==> src/rtl/rms_pkg.sv <==
package rms_pkg;
  localparam int BYTE_W     = 8;
  localparam int MAP_AW     = 6;
  localparam int PAGE_AW    = 3;
  localparam int PG_W       = MAP_AW - PAGE_AW;
  localparam int PAGE_BYTES = 1 << PAGE_AW;
  localparam int NUM_PAGES  = 1 << PG_W;
  localparam int GPM_BYTES  = (NUM_PAGES - 1) * PAGE_BYTES;
  localparam int DAC_W      = 12;
  localparam int ID_ADDR_W  = 6;

  localparam logic [PG_W-1:0]   CTRL_PG  = '1;
  localparam logic [MAP_AW-1:0] A_DAC_HI = 6'h38;
  localparam logic [MAP_AW-1:0] A_DAC_LO = 6'h39;
  localparam logic [MAP_AW-1:0] A_CFG    = 6'h3C;
  localparam logic [MAP_AW-1:0] A_SEL    = 6'h3F;
  localparam logic [BYTE_W-1:0] CFG_DEFAULT = 8'h84;
  localparam logic [BYTE_W-1:0] SEL_ON      = 8'h80;
  localparam logic [BYTE_W-1:0] SEL_OFF     = 8'h00;

  typedef enum logic [2:0] {
    PH_ID, PH_ADDR, PH_WDATA, PH_RDATA, PH_POLL, PH_DROP
  } phase_t;

  // Range codes 110/111 and step code 11 are not legal
  function automatic logic cfg_code_ok(input logic [BYTE_W-1:0] b);
    return (b[7:5] <= 3'd5) && (b[4:2] <= 3'd5) && (b[1:0] != 2'b11);
  endfunction
endpackage

==> src/rtl/rms_spi_front.sv <==
module rms_spi_front #(
  parameter int STAGES = 2
) (
  input  logic clk,
  input  logic rst,
  input  logic sck_pin,
  input  logic csn_pin,
  input  logic mosi_pin,
  output logic sck_rise,
  output logic sck_fall,
  output logic cs_on,
  output logic cs_end,
  output logic mosi_s
);
  localparam int NPIN = 3;
  localparam logic [NPIN-1:0] RST_VAL = 3'b010; // {sck, csn, mosi}

  logic [NPIN-1:0] pins;
  logic [NPIN-1:0] synced;
  logic            sck_d, csn_d;

  assign pins = {sck_pin, csn_pin, mosi_pin};

  for (genvar i = 0; i < NPIN; i++) begin : g_pin
    logic [STAGES-1:0] q;
    always_ff @(posedge clk) begin
      if (rst) q <= {STAGES{RST_VAL[i]}};
      else     q <= {q[STAGES-2:0], pins[i]};
    end
    assign synced[i] = q[STAGES-1];
  end

  always_ff @(posedge clk) begin
    if (rst) begin
      sck_d <= 1'b0;
      csn_d <= 1'b1;
    end else begin
      sck_d <= synced[2];
      csn_d <= synced[1];
    end
  end

  assign sck_rise = synced[2] & ~sck_d;
  assign sck_fall = ~synced[2] & sck_d;
  assign cs_on    = ~synced[1];
  assign cs_end   = synced[1] & ~csn_d;
  assign mosi_s   = synced[0];
endmodule

==> src/rtl/rms_gpm.sv <==
module rms_gpm #(
  parameter int DEPTH = 56,
  parameter int AW    = 6,
  parameter int DW    = 8
) (
  input  logic          clk,
  input  logic          we,
  input  logic [AW-1:0] waddr,
  input  logic [DW-1:0] wdata,
  input  logic [AW-1:0] raddr,
  output logic [DW-1:0] rdata
);
  localparam logic [AW-1:0] LAST = AW'(DEPTH - 1);

  logic [DW-1:0] mem [DEPTH];

  always_ff @(posedge clk) begin
    if (we) mem[waddr] <= wdata;
  end

  assign rdata = (raddr <= LAST) ? mem[raddr] : '0;
endmodule

==> src/rtl/rms_busy_timer.sv <==
module rms_busy_timer #(
  parameter int CYCLES = 2_500_000
) (
  input  logic clk,
  input  logic rst,
  input  logic start,
  output logic busy
);
  localparam int CW = $clog2(CYCLES + 1);

  logic [CW-1:0] left;

  always_ff @(posedge clk) begin
    if (rst)              left <= '0;
    else if (start)       left <= CW'(CYCLES);
    else if (left != '0)  left <= left - 1'b1;
  end

  assign busy = (left != '0);
endmodule

==> src/rtl/spi_regmap_slave.sv <==
module spi_regmap_slave
  import rms_pkg::*;
#(
  parameter int NV_WRITE_CYCLES = 2_500_000,
  parameter int SYNC_STAGES     = 2
) (
  input  logic                 clk,
  input  logic                 rst,
  input  logic                 spi_sck,
  input  logic                 spi_csn,
  input  logic                 spi_mosi,
  output logic                 spi_miso,
  output logic                 spi_miso_oe,
  input  logic [ID_ADDR_W-1:0] dev_addr,
  input  logic                 not_ready,
  output logic [DAC_W-1:0]     dac_code,
  output logic [BYTE_W-1:0]    cfg_byte
);
  localparam logic [3:0] CNT_SAT = 4'(PAGE_BYTES + 1);

  logic sck_rise, sck_fall, cs_on, cs_end, mosi_s;

  rms_spi_front #(.STAGES(SYNC_STAGES)) u_front (
    .clk(clk), .rst(rst), .sck_pin(spi_sck), .csn_pin(spi_csn), .mosi_pin(spi_mosi),
    .sck_rise(sck_rise), .sck_fall(sck_fall), .cs_on(cs_on), .cs_end(cs_end), .mosi_s(mosi_s)
  );

  phase_t                            phase;
  logic [6:0]                        rx_sh;
  logic [2:0]                        rx_cnt;
  logic                              is_rd;
  logic [MAP_AW-1:0]                 ptr, wr_start;
  logic [3:0]                        wr_cnt;
  logic [PAGE_BYTES-1:0][BYTE_W-1:0] stage;
  logic [PAGE_BYTES-1:0]             stage_mask;
  logic [BYTE_W-1:0]                 tx_sh;
  logic [2:0]                        tx_cnt;
  logic                              wip, sel;
  logic [DAC_W-1:0]                  nv_dac;

  logic              rx_en, tx_en, byte_done, id_match;
  logic [BYTE_W-1:0] rx_byte, rd_byte, tx_next, gpm_rdata;

  assign rx_en     = sck_rise & cs_on & ~not_ready;
  assign tx_en     = sck_fall & cs_on & ~not_ready;
  assign rx_byte   = {rx_sh, mosi_s};
  assign byte_done = rx_en && (rx_cnt == 3'd7);
  assign id_match  = (rx_byte[6:1] == dev_addr);

  // ---------------- read mux ----------------
  logic [DAC_W-1:0] dac_view;
  assign dac_view = sel ? nv_dac : dac_code;

  always_comb begin
    rd_byte = '0;
    if (ptr[MAP_AW-1:PAGE_AW] != CTRL_PG) rd_byte = gpm_rdata;
    else begin
      case (ptr)
        A_DAC_HI: rd_byte = dac_view[DAC_W-1:4];
        A_DAC_LO: rd_byte = {dac_view[3:0], 4'b0000};
        A_CFG:    rd_byte = cfg_byte;
        A_SEL:    rd_byte = {sel, 7'b0};
        default:  rd_byte = '0;
      endcase
    end
  end

  assign tx_next = (phase == PH_POLL) ? {7'b0, wip} : rd_byte;

  // ---------------- commit decode ----------------
  logic commit_go, is_ctrl, dac_ok, cfg_ok, sel_ok, gpm_ok, nv_start;

  assign commit_go = cs_end && (phase == PH_WDATA) && (rx_cnt == 3'd0) && (wr_cnt != 4'd0);
  assign is_ctrl   = (wr_start[MAP_AW-1:PAGE_AW] == CTRL_PG);
  assign dac_ok    = commit_go && is_ctrl && (wr_start == A_DAC_HI) && (wr_cnt == 4'd2);
  assign cfg_ok    = commit_go && is_ctrl && (wr_start == A_CFG) && (wr_cnt == 4'd1) &&
                     cfg_code_ok(stage[A_CFG[PAGE_AW-1:0]]);
  assign sel_ok    = commit_go && is_ctrl && (wr_start == A_SEL) && (wr_cnt == 4'd1) &&
                     ((stage[A_SEL[PAGE_AW-1:0]] == SEL_ON) || (stage[A_SEL[PAGE_AW-1:0]] == SEL_OFF));
  assign gpm_ok    = commit_go && !is_ctrl;
  assign nv_start  = gpm_ok || cfg_ok || (dac_ok && sel);

  // ---------------- protocol engine ----------------
  always_ff @(posedge clk) begin
    if (rst) begin
      phase       <= PH_ID;
      rx_sh       <= '0;
      rx_cnt      <= '0;
      is_rd       <= 1'b0;
      ptr         <= '0;
      wr_start    <= '0;
      wr_cnt      <= '0;
      stage       <= '0;
      stage_mask  <= '0;
      tx_sh       <= '0;
      tx_cnt      <= '0;
      spi_miso    <= 1'b0;
      spi_miso_oe <= 1'b0;
    end else if (!cs_on) begin
      phase       <= PH_ID;
      rx_cnt      <= '0;
      tx_cnt      <= '0;
      spi_miso_oe <= 1'b0;
    end else begin
      if (rx_en) begin
        rx_sh  <= rx_byte[6:0];
        rx_cnt <= rx_cnt + 3'd1;
      end
      if (byte_done) begin
        case (phase)
          PH_ID: begin
            is_rd <= rx_byte[0];
            if (rx_byte[7])                                   phase <= id_match ? PH_POLL : PH_DROP;
            else if (id_match && (rx_byte[0] || !wip))        phase <= PH_ADDR;
            else                                              phase <= PH_DROP;
          end
          PH_ADDR: begin
            if (rx_byte[7:6] != 2'b00) phase <= PH_DROP;
            else begin
              ptr        <= rx_byte[MAP_AW-1:0];
              wr_start   <= rx_byte[MAP_AW-1:0];
              wr_cnt     <= '0;
              stage_mask <= '0;
              phase      <= is_rd ? PH_RDATA : PH_WDATA;
            end
          end
          PH_WDATA: begin
            stage[ptr[PAGE_AW-1:0]]      <= rx_byte;
            stage_mask[ptr[PAGE_AW-1:0]] <= 1'b1;
            ptr[PAGE_AW-1:0]             <= ptr[PAGE_AW-1:0] + 1'b1;
            if (wr_cnt != CNT_SAT) wr_cnt <= wr_cnt + 4'd1;
          end
          default: ;
        endcase
      end
      if (tx_en && (phase == PH_RDATA || phase == PH_POLL)) begin
        if (tx_cnt == 3'd0) begin
          spi_miso <= tx_next[7];
          tx_sh    <= {tx_next[6:0], 1'b0};
          if (phase == PH_RDATA) ptr <= ptr + 1'b1;
        end else begin
          spi_miso <= tx_sh[7];
          tx_sh    <= {tx_sh[6:0], 1'b0};
        end
        tx_cnt      <= tx_cnt + 3'd1;
        spi_miso_oe <= 1'b1;
      end
    end
  end

  // ---------------- control registers ----------------
  always_ff @(posedge clk) begin
    if (rst) begin
      dac_code <= '0;
      nv_dac   <= '0;
      cfg_byte <= CFG_DEFAULT;
      sel      <= 1'b0;
    end else begin
      if (dac_ok && !sel) dac_code <= {stage[0], stage[1][7:4]};
      if (dac_ok && sel)  nv_dac   <= {stage[0], stage[1][7:4]};
      if (cfg_ok)         cfg_byte <= stage[A_CFG[PAGE_AW-1:0]];
      if (sel_ok)         sel      <= stage[A_SEL[PAGE_AW-1:0]][7];
    end
  end

  // ---------------- storage commit, one byte per clock ----------------
  logic                  eng_run;
  logic [PAGE_AW-1:0]    eng_idx;
  logic [PG_W-1:0]       eng_page;
  logic [PAGE_BYTES-1:0] eng_mask;
  logic                  gpm_we;

  always_ff @(posedge clk) begin
    if (rst) begin
      eng_run  <= 1'b0;
      eng_idx  <= '0;
      eng_page <= '0;
      eng_mask <= '0;
    end else if (gpm_ok) begin
      eng_run  <= 1'b1;
      eng_idx  <= '0;
      eng_page <= wr_start[MAP_AW-1:PAGE_AW];
      eng_mask <= stage_mask;
    end else if (eng_run) begin
      eng_idx <= eng_idx + 1'b1;
      if (eng_idx == '1) eng_run <= 1'b0;
    end
  end

  assign gpm_we = eng_run && eng_mask[eng_idx];

  rms_gpm #(.DEPTH(GPM_BYTES), .AW(MAP_AW), .DW(BYTE_W)) u_gpm (
    .clk(clk), .we(gpm_we), .waddr({eng_page, eng_idx}), .wdata(stage[eng_idx]),
    .raddr(ptr), .rdata(gpm_rdata)
  );

  rms_busy_timer #(.CYCLES(NV_WRITE_CYCLES)) u_busy (
    .clk(clk), .rst(rst), .start(nv_start), .busy(wip)
  );
endmodule

==> config.mk <==
export PLATFORM = sky130hd
export DESIGN_NAME = spi_regmap_slave
export DESIGN_NICKNAME = d
export VERILOG_FILES = /design/src/rtl/rms_pkg.sv /design/src/rtl/rms_spi_front.sv /design/src/rtl/rms_gpm.sv /design/src/rtl/rms_busy_timer.sv /design/src/rtl/spi_regmap_slave.sv
export SDC_FILE = /design/constraint.sdc
export NUM_CORES = 1
export LEC_CHECK = 0
export ABC_CLOCK_PERIOD_IN_PS = 7800
export BUFFER_PORTS_ARGS = -buffer_cell sky130_fd_sc_hd__buf_2
export CAP_MARGIN = 15
export CORE_AREA = 3 3 279 281
export CTS_CLUSTER_SIZE = 25
export DETAILED_ROUTE_END_ITERATION = 8
export DIE_AREA = 0 0 282 284
export PLACE_DENSITY = 0.59
export SLEW_MARGIN = 20
export SYNTH_ARGS = -nofsm -noshare
export SYNTH_HDL_FRONTEND = slang
export SYNTH_SLANG_ARGS = --single-unit
==> constraint.sdc <==
create_clock -name clk -period 7.8 [get_ports clk]
set_input_delay 1.17 -clock clk [delete_from_list [all_inputs] [get_ports clk]]
set_output_delay 1.17 -clock clk [all_outputs]
set_load 0.005 [all_outputs]
# == Yosys cells after proc, flatten, opt, wreduce, memory -nomap -nowiden ==
# Memories as Yosys holds them, arrays and structs flattened. A register that Yosys moved wholly into a read port is not among the register bits.
# Index checks and enable logic that the tools add are counted.
# classes
addsub,7
reduce_logical,51
n_eq_ne,23
n_bitwise,14
n_mux,43
magnitude_cmp,6
# op_table
cell,n
bitwise mux 64 bit,1
2-to-1 mux 8 bit,7
2-to-1 mux 22 bit,2
equality test 6 bit (second input constant),7
2-to-1 mux 6 bit,7
one-hot mux 8 bit (4 select lines),1
binary-select mux 8 bit (select 3 bit),1
demux 8 bit (select 3 bit),1
logical AND 1 bit,22
nonzero test 22 bit,1
subtractor 22 x 1 -> 22 bit (second input constant),1
one-hot mux 8 bit (2 select lines),1
adder 3 x 1 -> 3 bit (second input constant),4
equality test 3 bit (second input constant),4
2-to-1 mux 12 bit,1
2-to-1 mux 3 bit,4
one-hot mux 3 bit (2 select lines),2
2-to-1 mux 1 bit,10
zero test 3 bit,3
equality test 8 bit (second input constant),1
zero test 8 bit,1
less-than comparator 3 x 4 -> 1 bit (second input constant),2
2-to-1 mux 4 bit,2
OR 8 bit,1
28 further kinds,57
# totals
out_inout_bits,22
word_cells,180
in_bits,12
ramBits,448
ff_bits,193
n_memories,1
# mem_list
name,depth,width,read_ports,rd_clocked_by_memory_dff,wr,line,rtl
u_gpm.mem,56,8,1,1,1,rms_gpm.sv:15,logic [DW-1:0] mem [DEPTH];

# == Logic depth before layout (Yosys ltp) ==
# Gate-level depths: netlist of the first run.
# logic_depth
word_depth,12
depth_mapped,10
ltp_nobuf,8

# == By module ==
# A second synthesis of the first run with hierarchy kept.
# unflattened
hier_cells,1797
hier_area_um2,26245.2
# modules_own_cells
mod,instances,cells_per_inst,seq_area_each_um2,area_each_um2
rms_gpm,1,833,13452.9,17478.0
spi_regmap_slave,1,817,3243.1,7453.4
rms_busy_timer,1,127,440.4,1081.0
rms_spi_front,1,20,160.2,232.7

# == Least setup slack after synthesis of the first run ==
# Ideal clock, no wire load.
# synth_timing
path_kind,register -> register
start,reg eng_idx[2]
end,"mem u_gpm.mem[0][2], data pin"
stages_incl_launch_ff,6
n_path_buf,2
period_less_slack_ns,3.531
t_required_ns,7.277
setup_time_ns,0.523
setup_slack_ns,4.269
t_arrival_ns,3.009
path_cell_list,dfxtp_1 buf_1 clkbuf_1 mux2_2 a22oi_1 o221ai_1
# synth_via
elab_chain_cells,2
# synth_lines
element,line,rtl
start: declaration,spi_regmap_slave.sv:168,logic [PAGE_AW-1:0] eng_idx;
start signal: assignment,spi_regmap_slave.sv:185,eng_idx <= eng_idx + 1'b1;
binary-select mux 8 bit (select 3 bit),spi_regmap_slave.sv:193,".clk(clk), .we(gpm_we), .waddr({eng_page, eng_idx}), .wdata(stage[eng_idx]),"
2-to-1 mux 8 bit (implied by the code),spi_regmap_slave.sv:193,
named net u_gpm.wdata[2],rms_gpm.sv:9,"input logic [DW-1:0] wdata,"
end: declaration,rms_gpm.sv:15,
# The timed path passes the listed nets, and every way through them passes these cells. The select of a mux whose other input is x is not followed.

# == Worst setup path in the final report of the first run ==
# layout_timing
start,reg eng_idx[1]
end,"mem u_gpm.mem[55][5], enable pin"
# layout_via
elab_chain_cells,5
# layout_lines
element,line,rtl
binary-select mux 1 bit (select 3 bit),spi_regmap_slave.sv:190,assign gpm_we = eng_run && eng_mask[eng_idx];
2-to-1 mux 1 bit (implied by the code),spi_regmap_slave.sv:190,
logical AND 1 bit,spi_regmap_slave.sv:190,
2-to-1 mux 1 bit,rms_gpm.sv:18,if (we) mem[waddr] <= wdata;
2-to-1 mux 1 bit (implied by the code),rms_gpm.sv:18,
# Several ways; a longest one is shown, not always the timed one. The select of a mux whose other input is x is not followed.

==> summary.md, run 1 <==
| Metric | Value |
|---|---|
| Net count reported at finish | 1908 |
| Fillers | 6901 |
| Register area share after synthesis | 0.6613 |
| Drt via density | 5.492 |
| Area fraction in compound gates after synthesis | 0.06090 |
| Setup violators final | 0 |
| Proportion of power drawn by combinational gates | 0.045 |
| Via count | 15990 |
| Total grt overflow | 0 |
| Critical Path RT | 8020 ps |
| # H-tree levels | 3 |
| Footprint of the multi-input gates | 8444 um^2 |
| Post-Synth Adder-Cell Area | 0.007601 |
| Die area | 80090 um^2 |
| Top_reg_cell synth | edfxtp_1 |
| TritonCTS clock tree | yes |
| TritonRoute pass-1 iters | 5 |
| Count leader, synth | edfxtp_1 |
| Commonest cells in the netlist | edfxtp_1, dfxtp_1, nor2_1, nand2_1, mux4_2 |
| Clk pwr share | 0.444 |
| CP max FO | 31 |
| CP Capture Point | u_gpm.mem[55][5] |
| Asr flop ratio synth | 0 |
| Reg2reg start | eng_idx[1] |
| DRT Wirelength | 67540 um |
| Worst-path clk slew | 60 ps |
| Routed len/inst | 23.20 um |
| Static leakage | 9.360 nW |
| DRT iter0 DRCs | 1648 |
| YS warnings | 0 |
| VDD IR max | 121.2 uV |
| Worst setup margin | 4318 ps |
| CP startpoint kind | flop |
| Largest area contributor in the netlist | edfxtp_1 |
| Post-Syn Area | 26340 um^2 |
| Largest net degree at the start of global routing | 87 |
| Dominant cells by area after synthesis | edfxtp_1, dfxtp_1, mux4_2 |
| CTS Hold Buffers Added | 0 |
| Pins Over Slew Limit | 0 |
| First-pass GRT wire length | 102100 um |
| Power Internal | 5.677 mW |
| # IOs | 34 |
| Yosys top cell area share | 0.5108 |
| Critical path's most frequent cell | nor2_1 |
| Area post-placement | 27480 um^2 |
| Syn-to-layout area delta | 13.01% |
| Fraction of synthesized area in multiplexers | 0.1371 |
| Finished Cell Area | 29770 um^2 |
| Max Cap Viol | 0 |
| Switch Pwr | 1.578 mW |
| Reg area | 17430 um^2 |
| Total Routing Usage GR | 0.1676 |
| TritonCTS buffer count | 68 |
| Flop2flop setup slack | 4320 ps |
| Total core area | 75700 um^2 |
| Sequential power share | 0.511 |
| Number of global-route vias before repair | 16010 |
| Clock root buffer | clkbuf_16 |
| Worst path max stage delay | 940 ps |
| Routed Antenna Nets | 0 |
| Largest family of logic cells by synthesized area | multiplexers |
| Crit path capture type | flop |
| Post-synth EDFFs | 448 |
| Skew final | 23.75 ps |
| Share of layout cells above drive strength 1 | 0.1672 |
| CP startpoint | eng_idx[1] |
| Cells after Synth | 1871 |
| Setup WS pre-CTS | 4118 ps |
| Worst Hold Class | flop to flop |
| Pwr per Cell Area | 243.7 nW/um^2 |
| Residual DRC | 0 |
| CP Class | flop to flop |
| Syn Nets | 1899 |
| Synth cell types | 75 |
| Port Buf Inserts | 33 |
| Row count | 101 |
| Post-CTS Resized | 0 |
| CP cell instances | buf_4, nand3b_1, a21boi_0, o41ai_1, nor2_1, nand3_1, nor2_1 |
| Crit-path slowest cell | nor2_1 |
| Final count of hold timing violations | 0 |
| Initial core utilization | 0.3480 |
| Status | completed |
| Hpwl dp | 42270 um |
| Final period utilization | 0.4464 |
| Worst EP arrival | 3710 ps |
| Hold_ws | 425.8 ps |
| Chip height | 284 um |
| Initial antenna violation count | 0 |
| Post-Synth XOR/XNOR Area | 0.009643 |
| Max Freq | 0.2872 GHz |
| Die Width | 282 um |
| Unrepaired setup endpoints after global routing | false |
| Worst Reg-to-Reg Cells | 7 |
| Post-CTS Setup Bufs | 0 |
| RR Endpoint | u_gpm.mem[55][5] |
| Post-synthesis simple-gate area fraction | 0.1022 |
| Clock Sinks | 646 |
| Min Tclk post-route | 3482 ps |
| Fin Setup TNS | 0 ps |
| Clock Latency Late Sink | 610 ps |
| Slew headroom | 0.2609 |
| Largest buffer count on any clock path | 3 |
| Worst Tran Pin Value | 1105 ps |
| Syn Area/Cell | 14.08 um^2 |
| Switching share of power | 0.2175 |
| Register bit total from synthesis | 646 |
| Placer congestion estimate | 0.8486 |
[layout by cell type (no fill, tap or decap), types with 12 or more instances in the layout]
master / synthesis / layout
nand2b_1: 13 / 13
mux2i_1: 84 / 84
inv_1: 17 / 17
o21ai_0: 26 / 26
buf_4: 5 / 23
mux2_2: 18 / 17
a21oi_1: 112 / 112
ha_1: 16 / 16
nand2_1: 193 / 193
nor2b_1: 16 / 16
mux4_2: 114 / 114
a31oi_1: 14 / 14
clkbuf_16: 0 / 72
nand3_1: 43 / 43
edfxtp_1: 448 / 448
xor2_1: 19 / 19
nor3_1: 21 / 21
dfxtp_1: 198 / 195
o22ai_1: 14 / 13
buf_2: 22 / 32
nor2_1: 198 / 198
a211oi_1: 12 / 12
nand3b_1: 12 / 12
nand4_1: 14 / 14
[metal layers]
| metal | track usage | part of all wire | vias to the layer above | wire length [um] |
|---|---|---|---|---|
| met5 | 0 | 0 | - | 0 |
| met4 | 0.05769 | 0.034 | 0 | 2298 |
| met3 | 0.02995 | 0.067 | 152 | 4524 |
| met2 | 0.2637 | 0.47 | 627 | 31570 |
| met1 | 0.2338 | 0.43 | 8098 | 29150 |
| li1 | - | - | 7111 | - |
[cells by family (layout without fill, tap and decap cells)]
logic type	after synthesis	count (layout)
DFF	646	646
muxes	216	216
xor gates and xnor gates	29	29
buffers and inverters	135	196
AOI/OAI and AO/OA	254	254
adders and majority gates	16	16
other	0	1
and+or+nand+nor	575	575
[power groups by stage]
| stage | sequential, mW | combinational (mW) | clock, mW |
|---|---|---|---|
| floorplan | 3.77 | 0.283 | 0 |
| global placement | 3.77 | 0.314 | 0 |
| detailed placement | 3.78 | 0.330 | 0 |
| CTS | 3.70 | 0.332 | 3.27 |
| global route | 3.71 | 0.373 | 3.42 |
| finish | 3.70 | 0.327 | 3.22 |
[worst max-delay path: cells and delay by family, from the launching register on]
kind                   cells  cell delay [ps]
flip-flops                 1              460
AO/OA/AOI/OAI              2              320
AND/OR/NAND/NOR            4             1860
buffers and inverters      1              450
[sequential cells by signal (all words and copies together), names as in the netlist, 3 cells and up, named ones only]
name             flops
u_gpm.mem          448
stage               64
u_busy.left         22
dac_code            12
nv_dac              12
cfg_byte             8
eng_mask             8
stage_mask           8
rx_sh                7
tx_sh                7
ptr                  6
u_front.g_pin.q      6
wr_start             6
wr_cnt               4
eng_idx              3
eng_page             3
phase                3
rx_cnt               3
tx_cnt               3
[worst min-delay path by stage]
stage / slack, ps / endpoint / start / depth (start not counted)
finish: 430 / u_front.g_pin[1].q[1] / u_front.g_pin[1].q[0] / 1
global route: 450 / u_front.g_pin[1].q[1] / u_front.g_pin[1].q[0] / 1
CTS: 430 / u_front.g_pin[1].q[1] / u_front.g_pin[1].q[0] / 1
detailed placement: 410 / u_front.g_pin[1].q[1] / u_front.g_pin[1].q[0] / 1
global placement: 420 / u_front.g_pin[1].q[1] / u_front.g_pin[1].q[0] / 1
floorplan: 390 / u_front.g_pin[1].q[1] / u_front.g_pin[1].q[0] / 1
[layout make-up]
cell class / count / share of cell area
Antenna cell: 1 / 0.00008407
Clock buffer: 87 / 0.06478
Clock inverter: 35 / 0.009920
Inverter: 17 / 0.002144
Multi-Input combinational cell: 1090 / 0.2837
Sequential cell: 646 / 0.5855
Tap cell: 978 / 0.04111
Timing Repair Buffer: 57 / 0.01278
[per-stage QoR]
| stage | power (mW) | util | cells |
|---|---|---|---|
| final | 7.255 | 0.3932 | 2911 |
| after global routing | 7.502 | 0.3932 | 2910 |
| after CTS | 7.307 | 0.3924 | 2908 |
| after detailed placement | 4.106 | 0.3630 | 2786 |
| after global placement | 4.085 | 0.3630 | 2786 |
| after floorplan | 4.049 | - | 1871 |
Power figures use the tool's default switching activity.
==> run 2, diff against run 1 <==
--- a/config.mk
+++ b/config.mk
@@ -5,14 +5,14 @@
 export SDC_FILE = /design/constraint.sdc
 export NUM_CORES = 1
 export LEC_CHECK = 0
-export ABC_CLOCK_PERIOD_IN_PS = 7800
+export ABC_CLOCK_PERIOD_IN_PS = 2900
 export BUFFER_PORTS_ARGS = -buffer_cell sky130_fd_sc_hd__buf_2
 export CAP_MARGIN = 15
 export CORE_AREA = 3 3 279 281
 export CTS_CLUSTER_SIZE = 25
 export DETAILED_ROUTE_END_ITERATION = 8
 export DIE_AREA = 0 0 282 284
-export PLACE_DENSITY = 0.59
+export PLACE_DENSITY = 0.61
 export SLEW_MARGIN = 20
 export SYNTH_ARGS = -nofsm -noshare
 export SYNTH_HDL_FRONTEND = slang
==> constraint.sdc (replaced) <==
create_clock -name clk -period 2.9 [get_ports clk]
set_input_delay 0.435 -clock clk [delete_from_list [all_inputs] [get_ports clk]]
set_output_delay 0.435 -clock clk [all_outputs]
set_load 0.005 [all_outputs]
==> run 2 against run 1 <==
Sequential share of layout area down 1.0 points; critical path depth up 1; via count up 2.5%; total power rose to 2.7 times the previous value; critical endpoint is now spi_miso; largest power group unchanged.
==> summary.md, run 2 (same netlist as run 1, synthesis figures left out) <==
| Metric | Value |
|---|---|
| Total grt overflow | 0 |
| Pwr per Cell Area | 636.3 nW/um^2 |
| Setup violators final | 0 |
| Static leakage | 9.606 nW |
| Min Tclk post-route | 2658 ps |
| Clock Sinks | 646 |
| DRT Wirelength | 69420 um |
| Net count reported at finish | 1981 |
| Hold Path Stages | 2 |
| Routed Antenna Nets | 0 |
| Unrepaired setup endpoints after global routing | false |
| Chip height | 284 um |
| Number of global-route vias before repair | 16200 |
| First-pass GRT wire length | 104100 um |
| Die area | 80090 um^2 |
| Worst-path clk slew | 60 ps |
| Worst setup margin | 242.0 ps |
| # IOs | 34 |
| Post-CTS Setup Bufs | 0 |
| Largest net degree at the start of global routing | 107 |
| Share of layout cells above drive strength 1 | 0.1938 |
| Port Buf Inserts | 33 |
| Proportion of power drawn by combinational gates | 0.047 |
| Final count of hold timing violations | 0 |
| Switching share of power | 0.2182 |
| Row count | 101 |
| CP Class | flop to flop |
| Sequential power share | 0.517 |
| Worst hold path startpoint | spi_csn |
| Power Internal | 15.06 mW |
| Worst Tran Pin Value | 968.2 ps |
| Leading cell type in the layout, fill and taps excluded | edfxtp_1 |
| Syn-to-layout area delta | 14.98% |
| Status | completed |
| RR Endpoint | spi_miso |
| WHS Endpoint | u_front.g_pin[1].q[0] |
| Slew headroom | 0.3522 |
| TritonCTS clock tree | yes |
| # diodes | 0 |
| Drt via density | 5.497 |
| Worst EP arrival | 3140 ps |
| Commonest cells after routing, fill and taps aside | edfxtp_1, nor2_1, dfxtp_1 |
| Pins Over Slew Limit | 0 |
| Reg with most FFs | u_gpm.mem |
| Clk pwr share | 0.436 |
| Total Routing Usage GR | 0.1722 |
| Initial core utilization | 0.3480 |
| TritonRoute pass-1 iters | 7 |
| Worst Hold Class | primary input to flop |
| Critical Path RT | 3380 ps |
| Post-CTS Resized | 0 |
| Initial antenna violation count | 0 |
| Clock Latency Late Sink | 610 ps |
| Placer congestion estimate | 0.8781 |
| Top flop regs | u_gpm.mem x448, stage x64, u_busy.left x22 |
| DRT iter0 DRCs | 1795 |
| Setup WS pre-CTS | 241.3 ps |
| Max Freq | 0.3762 GHz |
| CP startpoint kind | flop |
| CTS Hold Buffers Added | 0 |
| Die Width | 282 um |
| Clock root buffer | clkbuf_16 |
| CP max FO | 24 |
| Switch Pwr | 4.204 mW |
| Largest register FFs | 448 |
| Crit path capture type | flop |
| Total core area | 75700 um^2 |
| Final period utilization | 0.9166 |
| Fin Setup TNS | 0 ps |
| Fin util | 0.4001 |
| # H-tree levels | 3 |
| Max Cap Viol | 0 |
| Via count | 16380 |
| Flop2flop setup slack | 240 ps |
| Worst Reg-to-Reg Cells | 8 |
| TritonCTS buffer count | 67 |
| Residual DRC | 0 |
| Routed len/inst | 23.29 um |
| Largest buffer count on any clock path | 3 |
| Skew final | 17.77 ps |
| Hpwl dp | 44990 um |
| VDD IR max | 406.0 uV |
## run 2: changes by cell type in the layout (fill, tap and decap cells not counted), moves of 2 or more
cell,before,now
buf_4,23,90
buf_12,1,9
clkbuf_1,8,14
clkbuf_16,72,69
clkbuf_8,7,5
clkinv_2,11,9
clkinvlp_4,3,1
## run 2: metal layers
layer	vias to the layer above	share of wire	track usage
met1	8328	0.43	0.2371
met2	655	0.46	0.2683
met4	0	0.036	0.06380
li1	7261	-	-
met5	-	0	0
met3	138	0.075	0.03628
## run 2: worst max path at each step
stage | start | end | slack [ps] | depth (start not counted)
after floorplan | eng_idx[2] | u_gpm.mem[0][2] | -630 | 5
after global routing | flop | spi_miso | 100 | 8
after CTS | flop | spi_miso | 230 | 8
after global placement | eng_idx[2] | u_gpm.mem[43][3] | 260 | 7
final | flop | spi_miso | 240 | 8
after detailed placement | flop | spi_miso | 240 | 8
## run 2: metrics by stage
stage	instances	power, mW	instance area, um^2	hold slack (ps)
floorplan	1871	10.89	26350	389.5
global placement	2862	10.99	28160	397.0
detailed placement	2862	11.05	28160	399.7
CTS	2980	19.40	30280	32.46
global route	2980	19.91	30280	39.71
finish	2980	19.27	30280	61.17
## run 2: critical path: stages (launching register included)
cell and delay, ps:
dfxtp_4 590, buf_12 260, buf_4 210, mux4_2 520
nand2_1 150, a31oi_1 130, a311oi_1 430, buf_4 170
o32ai_1 60
## run 2: power groups by stage
stage / Sequential, mW / Combinational [mW] / Clock (mW)
after floorplan: 10.1 / 0.760 / 0
after global placement: 10.1 / 0.842 / 0
after detailed placement: 10.2 / 0.897 / 0
after CTS: 9.96 / 0.901 / 8.54
after global routing: 9.97 / 1.01 / 8.92
final: 9.96 / 0.897 / 8.41
## run 2: area by class of cell
cell class / count / area [um^2]
clock buffer: 88 / 1848
clock inverter: 30 / 269.0
fill: 6816 / 45410
inverter: 17 / 63.81
multi-input combinational: 1090 / 8436
sequential: 646 / 17430
tap: 978 / 1224
timing repair buffer: 131 / 1016
